## config.mk

```make
export PLATFORM = sky130hd
export DESIGN_NAME = nibble_rx
export DESIGN_NICKNAME = d
export VERILOG_FILES = /design/src/rtl/nibble_rx_pkg.sv /design/src/rtl/nibble_rx_sync.sv /design/src/rtl/nibble_rx_timer.sv /design/src/rtl/nibble_rx_ostage.sv /design/src/rtl/nibble_rx.sv
export SDC_FILE = /design/constraint.sdc
export NUM_CORES = 1
export LEC_CHECK = 0
export BUFFER_PORTS_ARGS = -buffer_cell sky130_fd_sc_hd__buf_2
export CAP_MARGIN = 10
export CORE_MARGIN = 2
export CORE_UTILIZATION = 60
export CTS_CLUSTER_DIAMETER = 100
export DETAILED_ROUTE_END_ITERATION = 10
export GPL_ROUTABILITY_DRIVEN = 0
export PLACE_DENSITY = 0.89
export SYNTH_ARGS = -nofsm -noshare
export SYNTH_HDL_FRONTEND = slang
export SYNTH_HIERARCHICAL = 1
export SYNTH_SLANG_ARGS = --single-unit
export TNS_END_PERCENT = 5
```

## constraint.sdc

```tcl
create_clock -name clk -period 7.5 [get_ports clk]
set_input_delay 0.75 -clock clk [delete_from_list [all_inputs] [get_ports clk]]
set_output_delay 0.75 -clock clk [all_outputs]
set_load 0.02 [all_outputs]
```

## src/rtl/nibble_rx_pkg.sv

```systemverilog
package nibble_rx_pkg;

    // Controller phases; a request phase drives the host line low
    typedef enum logic [2:0] {
        S_IDLE   = 3'd0,
        S_REQ_LO = 3'd1,
        S_REL_LO = 3'd2,
        S_REQ_HI = 3'd3,
        S_REL_HI = 3'd4,
        S_HOLD   = 3'd5
    } rx_state_e;

    // Result codes reported at the end of a transfer
    typedef enum logic [1:0] {
        RX_OK      = 2'd0,
        RX_IDLE_TO = 2'd1,
        RX_NIB_TO  = 2'd2,
        RX_REL_TO  = 2'd3
    } rx_err_e;

    // Peripheral-driven lines, kept together through the synchronizer
    typedef struct packed {
        logic ack_n;
        logic busy;
        logic perror;
        logic select;
        logic fault_n;
    } line_bundle_t;

    localparam int LINE_W = $bits(line_bundle_t);

    // Status lines to a half-byte: fault_n -> 0, select -> 1, perror -> 2, busy -> 3
    function automatic logic [3:0] lines_to_nibble(line_bundle_t l);
        return {l.busy, l.perror, l.select, l.fault_n};
    endfunction

    function automatic logic is_request(rx_state_e s);
        return (s == S_REQ_LO) || (s == S_REQ_HI);
    endfunction

    function automatic logic is_timed(rx_state_e s);
        return (s == S_REQ_LO) || (s == S_REL_LO) || (s == S_REQ_HI) || (s == S_REL_HI);
    endfunction

endpackage

```

## src/rtl/nibble_rx_sync.sv

```systemverilog
module nibble_rx_sync #(
    parameter int             W       = 5,
    parameter int             STAGES  = 2,
    parameter logic [W-1:0]   RST_VAL = '1
) (
    input  logic         clk,
    input  logic         rst,
    input  logic [W-1:0] d_i,
    output logic [W-1:0] q_o
);

    logic [W-1:0] chain [STAGES];

    genvar g;
    generate
        for (g = 0; g < STAGES; g++) begin : g_stage
            if (g == 0) begin : g_first
                always_ff @(posedge clk) begin
                    if (rst) chain[g] <= RST_VAL;
                    else     chain[g] <= d_i;
                end
            end else begin : g_next
                always_ff @(posedge clk) begin
                    if (rst) chain[g] <= RST_VAL;
                    else     chain[g] <= chain[g-1];
                end
            end
        end
    endgenerate

    assign q_o = chain[STAGES-1];

endmodule

```

## src/rtl/nibble_rx_timer.sv

```systemverilog
module nibble_rx_timer #(
    parameter int CW = 11
) (
    input  logic          clk,
    input  logic          rst,
    input  logic          clr_i,
    input  logic          en_i,
    input  logic          tick_i,
    input  logic [CW-1:0] limit_i,
    output logic          expire_o
);

    localparam logic [CW-1:0] ONE = {{(CW-1){1'b0}}, 1'b1};

    logic [CW-1:0] cnt_q;

    always_ff @(posedge clk) begin
        if (rst || clr_i)        cnt_q <= '0;
        else if (en_i && tick_i) cnt_q <= cnt_q + ONE;
    end

    // Fires on the tick that completes the limit
    assign expire_o = en_i && tick_i && ((cnt_q + ONE) == limit_i);

endmodule

```

## src/rtl/nibble_rx_ostage.sv

```systemverilog
module nibble_rx_ostage #(
    parameter int DW = 8
) (
    input  logic          clk,
    input  logic          rst,
    input  logic          push_i,
    input  logic [DW-1:0] data_i,
    output logic          valid_o,
    input  logic          ready_i,
    output logic [DW-1:0] data_o
);

    always_ff @(posedge clk) begin
        if (rst) begin
            valid_o <= 1'b0;
            data_o  <= '0;
        end else if (push_i) begin
            valid_o <= 1'b1;
            data_o  <= data_i;
        end else if (ready_i) begin
            valid_o <= 1'b0;
        end
    end

endmodule

```

## src/rtl/nibble_rx.sv

```systemverilog
module nibble_rx
    import nibble_rx_pkg::*;
#(
    parameter int IDLE_TICKS  = 2000,
    parameter int RESP_TICKS  = 6,
    parameter int LEN_W       = 16,
    parameter int SYNC_STAGES = 2
) (
    input  logic             clk,
    input  logic             rst,
    input  logic             tick,
    input  logic             start_i,
    input  logic [LEN_W-1:0] len_i,
    input  logic             nack_i,
    input  logic             fault_n_i,
    input  logic             select_i,
    input  logic             perror_i,
    input  logic             busy_i,
    output logic             auto_fd_n_o,
    output logic [7:0]       byte_o,
    output logic             byte_valid_o,
    input  logic             byte_ready_i,
    output logic             done_o,
    output logic [1:0]       err_o,
    output logic [LEN_W-1:0] count_o
);

    localparam int MAX_TICKS = (IDLE_TICKS > RESP_TICKS) ? IDLE_TICKS : RESP_TICKS;
    localparam int TW        = $clog2(MAX_TICKS + 1);
    localparam logic [TW-1:0]    IDLE_LIM = TW'(IDLE_TICKS);
    localparam logic [TW-1:0]    RESP_LIM = TW'(RESP_TICKS);
    localparam logic [LEN_W-1:0] LEN_ONE  = {{(LEN_W-1){1'b0}}, 1'b1};

    // ---------------- input synchronization ----------------
    line_bundle_t raw_l;
    line_bundle_t sync_l;
    logic         ack_s;

    assign raw_l.ack_n   = nack_i;
    assign raw_l.busy    = busy_i;
    assign raw_l.perror  = perror_i;
    assign raw_l.select  = select_i;
    assign raw_l.fault_n = fault_n_i;

    nibble_rx_sync #(
        .W       (LINE_W),
        .STAGES  (SYNC_STAGES),
        .RST_VAL ({LINE_W{1'b1}})
    ) u_sync (
        .clk (clk),
        .rst (rst),
        .d_i (raw_l),
        .q_o (sync_l)
    );

    assign ack_s = sync_l.ack_n;

    // ---------------- state ----------------
    rx_state_e        state_q, state_nx;
    logic [3:0]       lo_nib_q;
    logic [LEN_W-1:0] req_len_q;
    logic [LEN_W-1:0] xfer_q;
    rx_err_e          err_q;
    logic             done_q;

    logic             load, cap_lo, push, finish;
    rx_err_e          fin_err;
    logic             tmr_exp, tmr_clr, tmr_en;
    logic [TW-1:0]    tmr_limit;
    logic             last_byte;
    logic [7:0]       byte_assembled;

    assign last_byte      = (xfer_q == req_len_q);
    assign byte_assembled = {lines_to_nibble(sync_l), lo_nib_q};

    // ---------------- handshake timer ----------------
    assign tmr_en    = is_timed(state_q);
    assign tmr_clr   = (state_nx != state_q);
    assign tmr_limit = (state_q == S_REQ_LO) ? IDLE_LIM : RESP_LIM;

    nibble_rx_timer #(
        .CW (TW)
    ) u_timer (
        .clk      (clk),
        .rst      (rst),
        .clr_i    (tmr_clr),
        .en_i     (tmr_en),
        .tick_i   (tick),
        .limit_i  (tmr_limit),
        .expire_o (tmr_exp)
    );

    // ---------------- control ----------------
    always_comb begin
        state_nx = state_q;
        load     = 1'b0;
        cap_lo   = 1'b0;
        push     = 1'b0;
        finish   = 1'b0;
        fin_err  = RX_OK;
        unique case (state_q)
            S_IDLE: begin
                if (start_i) begin
                    load = 1'b1;
                    if (len_i == '0) finish   = 1'b1;
                    else             state_nx = S_REQ_LO;
                end
            end
            S_REQ_LO: begin
                if (!ack_s) begin
                    cap_lo   = 1'b1;
                    state_nx = S_REL_LO;
                end else if (tmr_exp) begin
                    finish   = 1'b1;
                    fin_err  = RX_IDLE_TO;
                    state_nx = S_IDLE;
                end
            end
            S_REL_LO: begin
                if (ack_s) begin
                    state_nx = S_REQ_HI;
                end else if (tmr_exp) begin
                    finish   = 1'b1;
                    fin_err  = RX_REL_TO;
                    state_nx = S_IDLE;
                end
            end
            S_REQ_HI: begin
                if (!ack_s) begin
                    push     = 1'b1;
                    state_nx = S_REL_HI;
                end else if (tmr_exp) begin
                    finish   = 1'b1;
                    fin_err  = RX_NIB_TO;
                    state_nx = S_IDLE;
                end
            end
            S_REL_HI: begin
                if (ack_s) begin
                    if (last_byte) begin
                        finish   = 1'b1;
                        state_nx = S_IDLE;
                    end else begin
                        state_nx = S_HOLD;
                    end
                end else if (tmr_exp) begin
                    finish   = 1'b1;
                    fin_err  = RX_REL_TO;
                    state_nx = S_IDLE;
                end
            end
            S_HOLD: begin
                if (!byte_valid_o) state_nx = S_REQ_LO;
            end
            default: state_nx = S_IDLE;
        endcase
    end

    always_ff @(posedge clk) begin
        if (rst) begin
            state_q   <= S_IDLE;
            lo_nib_q  <= '0;
            req_len_q <= '0;
            xfer_q    <= '0;
            err_q     <= RX_OK;
            done_q    <= 1'b0;
        end else begin
            state_q <= state_nx;
            done_q  <= finish;
            if (load) begin
                req_len_q <= len_i;
                xfer_q    <= '0;
                err_q     <= RX_OK;
            end
            if (cap_lo) lo_nib_q <= lines_to_nibble(sync_l);
            if (push)   xfer_q   <= xfer_q + LEN_ONE;
            if (finish) err_q    <= fin_err;
        end
    end

    // ---------------- output stream ----------------
    nibble_rx_ostage #(
        .DW (8)
    ) u_ostage (
        .clk     (clk),
        .rst     (rst),
        .push_i  (push),
        .data_i  (byte_assembled),
        .valid_o (byte_valid_o),
        .ready_i (byte_ready_i),
        .data_o  (byte_o)
    );

    assign auto_fd_n_o = !is_request(state_q);
    assign done_o      = done_q;
    assign err_o       = err_q;
    assign count_o     = xfer_q;

endmodule

```

After elaboration in Yosys (flattened, before gate mapping)
Memories as Yosys holds them, arrays and structs flattened.
Cells that the tools add are included.
{ "totals": {"ff_bits": 62, "out_inout_bits": 29, "input_bits": 26, "memories": 1, "word_cells": 79, "ram_bits": 10} }
{ "op_classes": {"n_eq_ne": 8, "addsub": 2, "n_bitwise": 2, "mux": 42, "n_reduce_logical": 15} }
{ "mem_list": {"columns": ["memory", "depth", "word_bits", "read_ports", "rd_ports_with_merged_regs", "wr", "line", "text"], "rows": [
  ["u_sync.chain", 2, 5, 2, 0, 2, "nibble_rx_sync.sv:12", "logic [W-1:0] chain [STAGES];"]
]} }
{ "ops": {"columns": ["cell", "n"], "rows": [
  ["$mux W16", 2],
  ["$mux W3", 9],
  ["$mux W1", 19],
  ["$pmux W3 S6", 1],
  ["$add A16 B1 Y16 const B", 1],
  ["$eq A16 B16 Y1", 1],
  ["$logic_not A16 Y1", 1],
  ["$mux W2", 6],
  ["$add A11 B1 Y11 const B", 1],
  ["$eq A11 B11 Y1", 1],
  ["$mux W11", 1],
  ["$mux W5", 2],
  ["$eq A3 B2 Y1 const B", 2],
  ["$eq A3 B3 Y1 const B", 2],
  ["$pmux W2 S3", 1],
  ["$reduce_bool A2 Y1", 3],
  ["$logic_or A1 B1 Y1", 5],
  ["$pmux W1 S4", 1],
  ["$reduce_or A2 Y1", 2],
  ["$eq A3 B1 Y1 const B", 1],
  ["$logic_not A3 Y1", 1],
  ["$ne A3 B3 Y1", 1],
  ["$logic_and A1 B1 Y1", 2],
  ["$or A1 B1 Y1", 2],
  ["$logic_not A1 Y1", 1]
]} }

Logic depth before layout (Yosys ltp)
{ "logic_depth": {"ltp_word": 11, "depth_mapped": 17, "mapped_depth_nobuf": 15} }

Modules after synthesis
Netlist, hierarchy kept.
{ "modules_own_cells": {"columns": ["mod", "n_inst", "area_per_inst_um2", "seq_area_each_um2", "cells_each"], "rows": [
  ["nibble_rx", 1, 2198.4, 840.8, 281],
  ["nibble_rx_timer", 1, 805.8, 220.2, 98],
  ["nibble_rx_ostage", 1, 321.6, 180.2, 30],
  ["nibble_rx_sync", 1, 262.8, 200.2, 20]
]} }

Least setup slack after synthesis
Ideal clock, no wire load.
{ "synth_path": {"path_kind": "reg-to-reg", "startpoint": "register state_q[0]", "endpoint": "register u_timer.cnt_q[4]", "t_arrival_ps": 3381, "synth_period_minus_slack_ps": 3451, "stages_incl_launch_ff": 17, "path_buffers": 1, "t_required_ps": 7429, "setup_ps": 71, "path_slack_ps": 4049, "cell_sequence": "dfxtp_1 -> nor2b_1 -> nand2_1 -> inv_1 -> xnor2_1 -> or4_4 -> nor4b_1 -> a311oi_1 -> nor4_2 -> inv_1 -> a31oi_1 -> nor2_1 -> nor3_1 -> o221ai_1 -> or2_2 -> clkbuf_1 -> a21oi_1"} }
{ "synth_between": {"word_cells_on_any_way": 24, "cone_classes": "7 x eq/ne; 10 x mux; 7 x reduce/logical"} }
{ "synth_lines": {"columns": ["element", "line", "text"], "rows": [
  ["start: declaration", "nibble_rx.sv:59", "rx_state_e state_q, state_nx;"],
  ["start signal: assignment", "nibble_rx.sv:168", "state_q <= state_nx;"],
  ["$eq A3 B1 Y1 *", "nibble_rx.sv:79", "assign tmr_limit = (state_q == S_REQ_LO) ? IDLE_LIM : RESP_LIM;"],
  ["$mux W11 *", "nibble_rx.sv:79", null],
  ["net tmr_limit[1]", "nibble_rx.sv:69", "logic [TW-1:0] tmr_limit;"],
  ["$eq A11 B11 Y1 *", "nibble_rx_timer.sv:23", "assign expire_o = en_i && tick_i && ((cnt_q + ONE) == limit_i);"],
  ["$logic_and A1 B1 Y1 *", "nibble_rx_timer.sv:23", null],
  ["net tmr_exp", "nibble_rx.sv:68", "logic tmr_exp, tmr_clr, tmr_en;"],
  ["$mux W3 *", null, null],
  ["$mux W3 (on tied branches)", null, null],
  ["$pmux W3 S6 *", "nibble_rx.sv:101", "unique case (state_q)"],
  ["$ne A3 B3 Y1 *", "nibble_rx.sv:78", "assign tmr_clr = (state_nx != state_q);"],
  ["net tmr_clr", "nibble_rx.sv:68", null],
  ["$logic_or A1 B1 Y1 *", "nibble_rx_timer.sv:18", "if (rst || clr_i) cnt_q <= '0;"],
  ["end signal: assignment", "nibble_rx_timer.sv:19", "else if (en_i && tick_i) cnt_q <= cnt_q + ONE;"],
  ["end: declaration", "nibble_rx_timer.sv:15", "logic [CW-1:0] cnt_q;"]
]} }
The timed path passes the listed nets; every way through them passes the cells marked *.
A chain may end at the register's enable or synchronous reset.

Worst setup path in the final report
Ends and elaborated chain as after synthesis.

==> flow_metrics.tcl <==
set metrics [dict create \
    fp.dieW_um 81.3 \
    pre_cts_ws_ns 3.31 \
    cap_viol_max_count 0 \
    synth_area_per_cell_um2 8.36 \
    stdcell_area_um2 4040 \
    period_minus_slack_ns 4.23 \
    synth_top_area_cell "dfxtp_1" \
    drive_above_1_share_pct 18.0 \
    cts_root_buf "clkbuf_8" \
    arrival_ns 4.50 \
    internal-power_uw 577 \
    clockPowerShare_pct 38.6 \
    synth_top_flop_cell "dfxtp_1" \
    pin_count 55 \
    fin_cells 554 \
    clkSlewWorstSetupHoldPaths_ns 0.08 \
    wl_um 8040 \
    drv_slew 0 \
    grt_busiest_layer "met2" \
    place_area_um2 3850 \
    fmax_ghz 0.236 \
    sw_frac_of_total_pct 26.4 \
    grt.overflow.total 0 \
    setup_viol 0 \
    worst_slew_pin_slew_ns 0.882 \
    clk_latency_ns 0.36 \
    tritoncts "built" \
    cts.htree.levels 3 \
    utilization_pct 69.1 \
    fin_crit_sh_pct 56.4 \
    first_global_vias 2835 \
    die_height_um 81.3 \
    grt_usage_pct 25.7 \
    synthTopCellsByArea "dfxtp_1 (40%), xor2_1 (5.4%), nand2_1 (5.2%)" \
    yosysMostFrequentCell "dfxtp_1" \
    whs_ns 0.405 \
    r2r_start "state_q[0]" \
    rsz0062_at_grt "false" \
    synth-seq-cells 72 \
    clock_sinks 72 \
    critPathMaxFanout 16 \
    finalHoldViolCount 0 \
    postCtsHoldBufs 0 \
    end_kind "flop" \
    holdPathEnd "u_sync/chain[1][1]" \
    start_util_pct 61.3 \
    min_delay_path_depth 1 \
    setup_tns_ns 0 \
    nFillCells 478 \
    reg2regPathDepth 15 \
    grt_pass1_wl_um 13100 \
    min_from "u_sync/chain[0][1]" \
    vias 3221 \
    outcome "finished clean" \
    ys_top_cells_by_count "dfxtp_1 (72), nand2_1 (50), nor2_1 (44), a21oi_1 (34), xor2_1 (22)" \
    syn_to_final_growth_pct 12.7 \
    syn_area_um2 3590 \
    ys_seq_area_share_pct 40.2 \
    p_seq_share_pct 51.4 \
    cp-start-kind "flop" \
    antenna_cells 0 \
    grt_max_degree 64 \
    p_leak_nw 1.57 \
    coreArea_um2 5850 \
    ys_warn_count 6 \
    wl_per_cell_um 14.5 \
    r2r_end "u_timer/cnt_q[4]" \
    grt.met1_usage_pct 34.2 \
    crit_type "reg -> reg" \
    synth-edff-count 0 \
    post_synth_num_cell_types 58 \
    numPortBuffers 54 \
    dieArea_um2 6620 \
    holdCritPathClass "reg -> reg" \
    ant_nets 0 \
    nNetsFinal 502 \
    drt-pass1-iter-count 7 \
    use_met3_pct 6.22 \
    cts_resized 0 \
    cts_buffers 9 \
    drt_iter0_markers 205 \
    peakVddDrop_mv 0.130 \
    reg2reg_slack_ns 3.27 \
    dp.cells 538 \
    drc 0 \
    clock_skew_ns 0.0146 \
    cts_buffer_depth 2 \
    finalPower_uw 783 \
    post_cts_buffers 0 \
    rows 28 \
    synthCells 429 \
    max_slew_margin_pct 41.2 \
    powerDensity_nw_per_um2 194 \
    async_flop_share_pct 0 \
    required_ns 7.77 \
    netlist.area_leader.share_pct 40.2 \
    antenna_found_initial 0 \
    via_per_inst 5.81 \
    dpl.hpwl_um 5600 \
    power_frac_comb_pct 10.0 \
    timing.final.ws_setup_ns 3.27 \
    net-switching-power_uw 207 \
    met2_usage_pct 38.9 \
]
-- cell families (layout without fill, tap and decap cells) --
logic type                 count (synthesis)  in the layout  synth area share (%)
AOI/OAI and AO/OA                         76             76                  12.5
xor gates and xnor gates                  41             41                  10.2
adders and majority gates                  2              2                 0.697
buffers and inverters                     33             81                  4.39
DFF                                       72             72                  40.2
muxes                                     17             17                  4.85
other                                      1              3                 0.105
and+or+nand+nor                          187            187                  27.1
-- worst max-delay path, cell delays in order (launching register included) --
cell and delay (ns):
dfxtp_1 0.63, nor2b_1 0.32, nand2_1 0.23, inv_1 0.32
xnor2_1 0.15, or4_4 0.44, nor4b_1 0.32, a311oi_1 0.11
nor4_2 0.31, inv_1 0.17, a31oi_1 0.19, nor2_1 0.06
nor3_1 0.19, o221ai_1 0.13, or2_2 0.42, a21oi_1 0.17
-- power by group through the flow --
| stage | combinational (mW) | sequential [mW] | clock, mW |
|---|---|---|---|
| finish | 0.0784 | 0.402 | 0.303 |
| CTS | 0.0776 | 0.402 | 0.309 |
| detailed placement | 0.0773 | 0.411 | 0 |
| floorplan | 0.0607 | 0.407 | 0 |
| global placement | 0.0750 | 0.410 | 0 |
| global route | 0.0879 | 0.403 | 0.322 |
-- placed cells by master (no fill, tap or decap), drive strengths merged, types with 3 or more instances in the layout --
master	instances
a211oi	4
a21oi	34
a31oi	3
and3	3
buf	55
clkbuf	9
clkinv	5
conb	3
dfxtp	72
inv	9
mux2	3
mux2i	14
nand2	50
nand2b	5
nand3	12
nand3b	4
nand4	11
nor2	44
nor3	14
nor3b	3
nor4	10
o21ai	17
or2	15
or3	4
or3b	3
or4	3
xnor2	18
xor2	23
-- routing by layer --
| layer | share of wire, % | vias to the layer above |
|---|---|---|
| met5 | 0 | - |
| met4 | 1.6 | 0 |
| met3 | 6.3 | 13 |
| met2 | 47 | 124 |
| met1 | 45 | 1503 |
| li1 | - | 1581 |
-- final cells by class --
cell class	instances	area (um^2)	area share (%)
Clock buffer	9	124	3.06
Timing Repair Buffer	55	278	6.87
Clock inverter	7	72.6	1.79
Inverter	10	37.5	0.928
Tap cell	75	93.8	2.32
Sequential cell	72	1440	35.6
Multi-Input combinational cell	326	2000	49.4
-- registers in the layout (all words and copies together), names as in the netlist --
name and count:
u_ostage/valid_o 1, err_o 2, u_sync/chain 10, done_o 1
req_len_q 16, lo_nib_q 4, u_ostage/data_o 8, u_timer/cnt_q 11
count_o 16, state_q 3
-- worst max path at each step --
stage,startpoint,endpoint,slack (ns),cells past startpoint
final,state_q[0],u_timer/cnt_q[4],3.27,15
after global routing,state_q[0],u_timer/cnt_q[1],2.89,15
after CTS,state_q[0],u_timer/cnt_q[4],3.29,15
after detailed placement,state_q[0],u_timer/cnt_q[4],3.31,15
after global placement,state_q[0],u_timer/cnt_q[5],3.61,15
after floorplan,state_q[0],u_timer/cnt_q[4],4.05,16
Power figures use the tool's default switching activity.
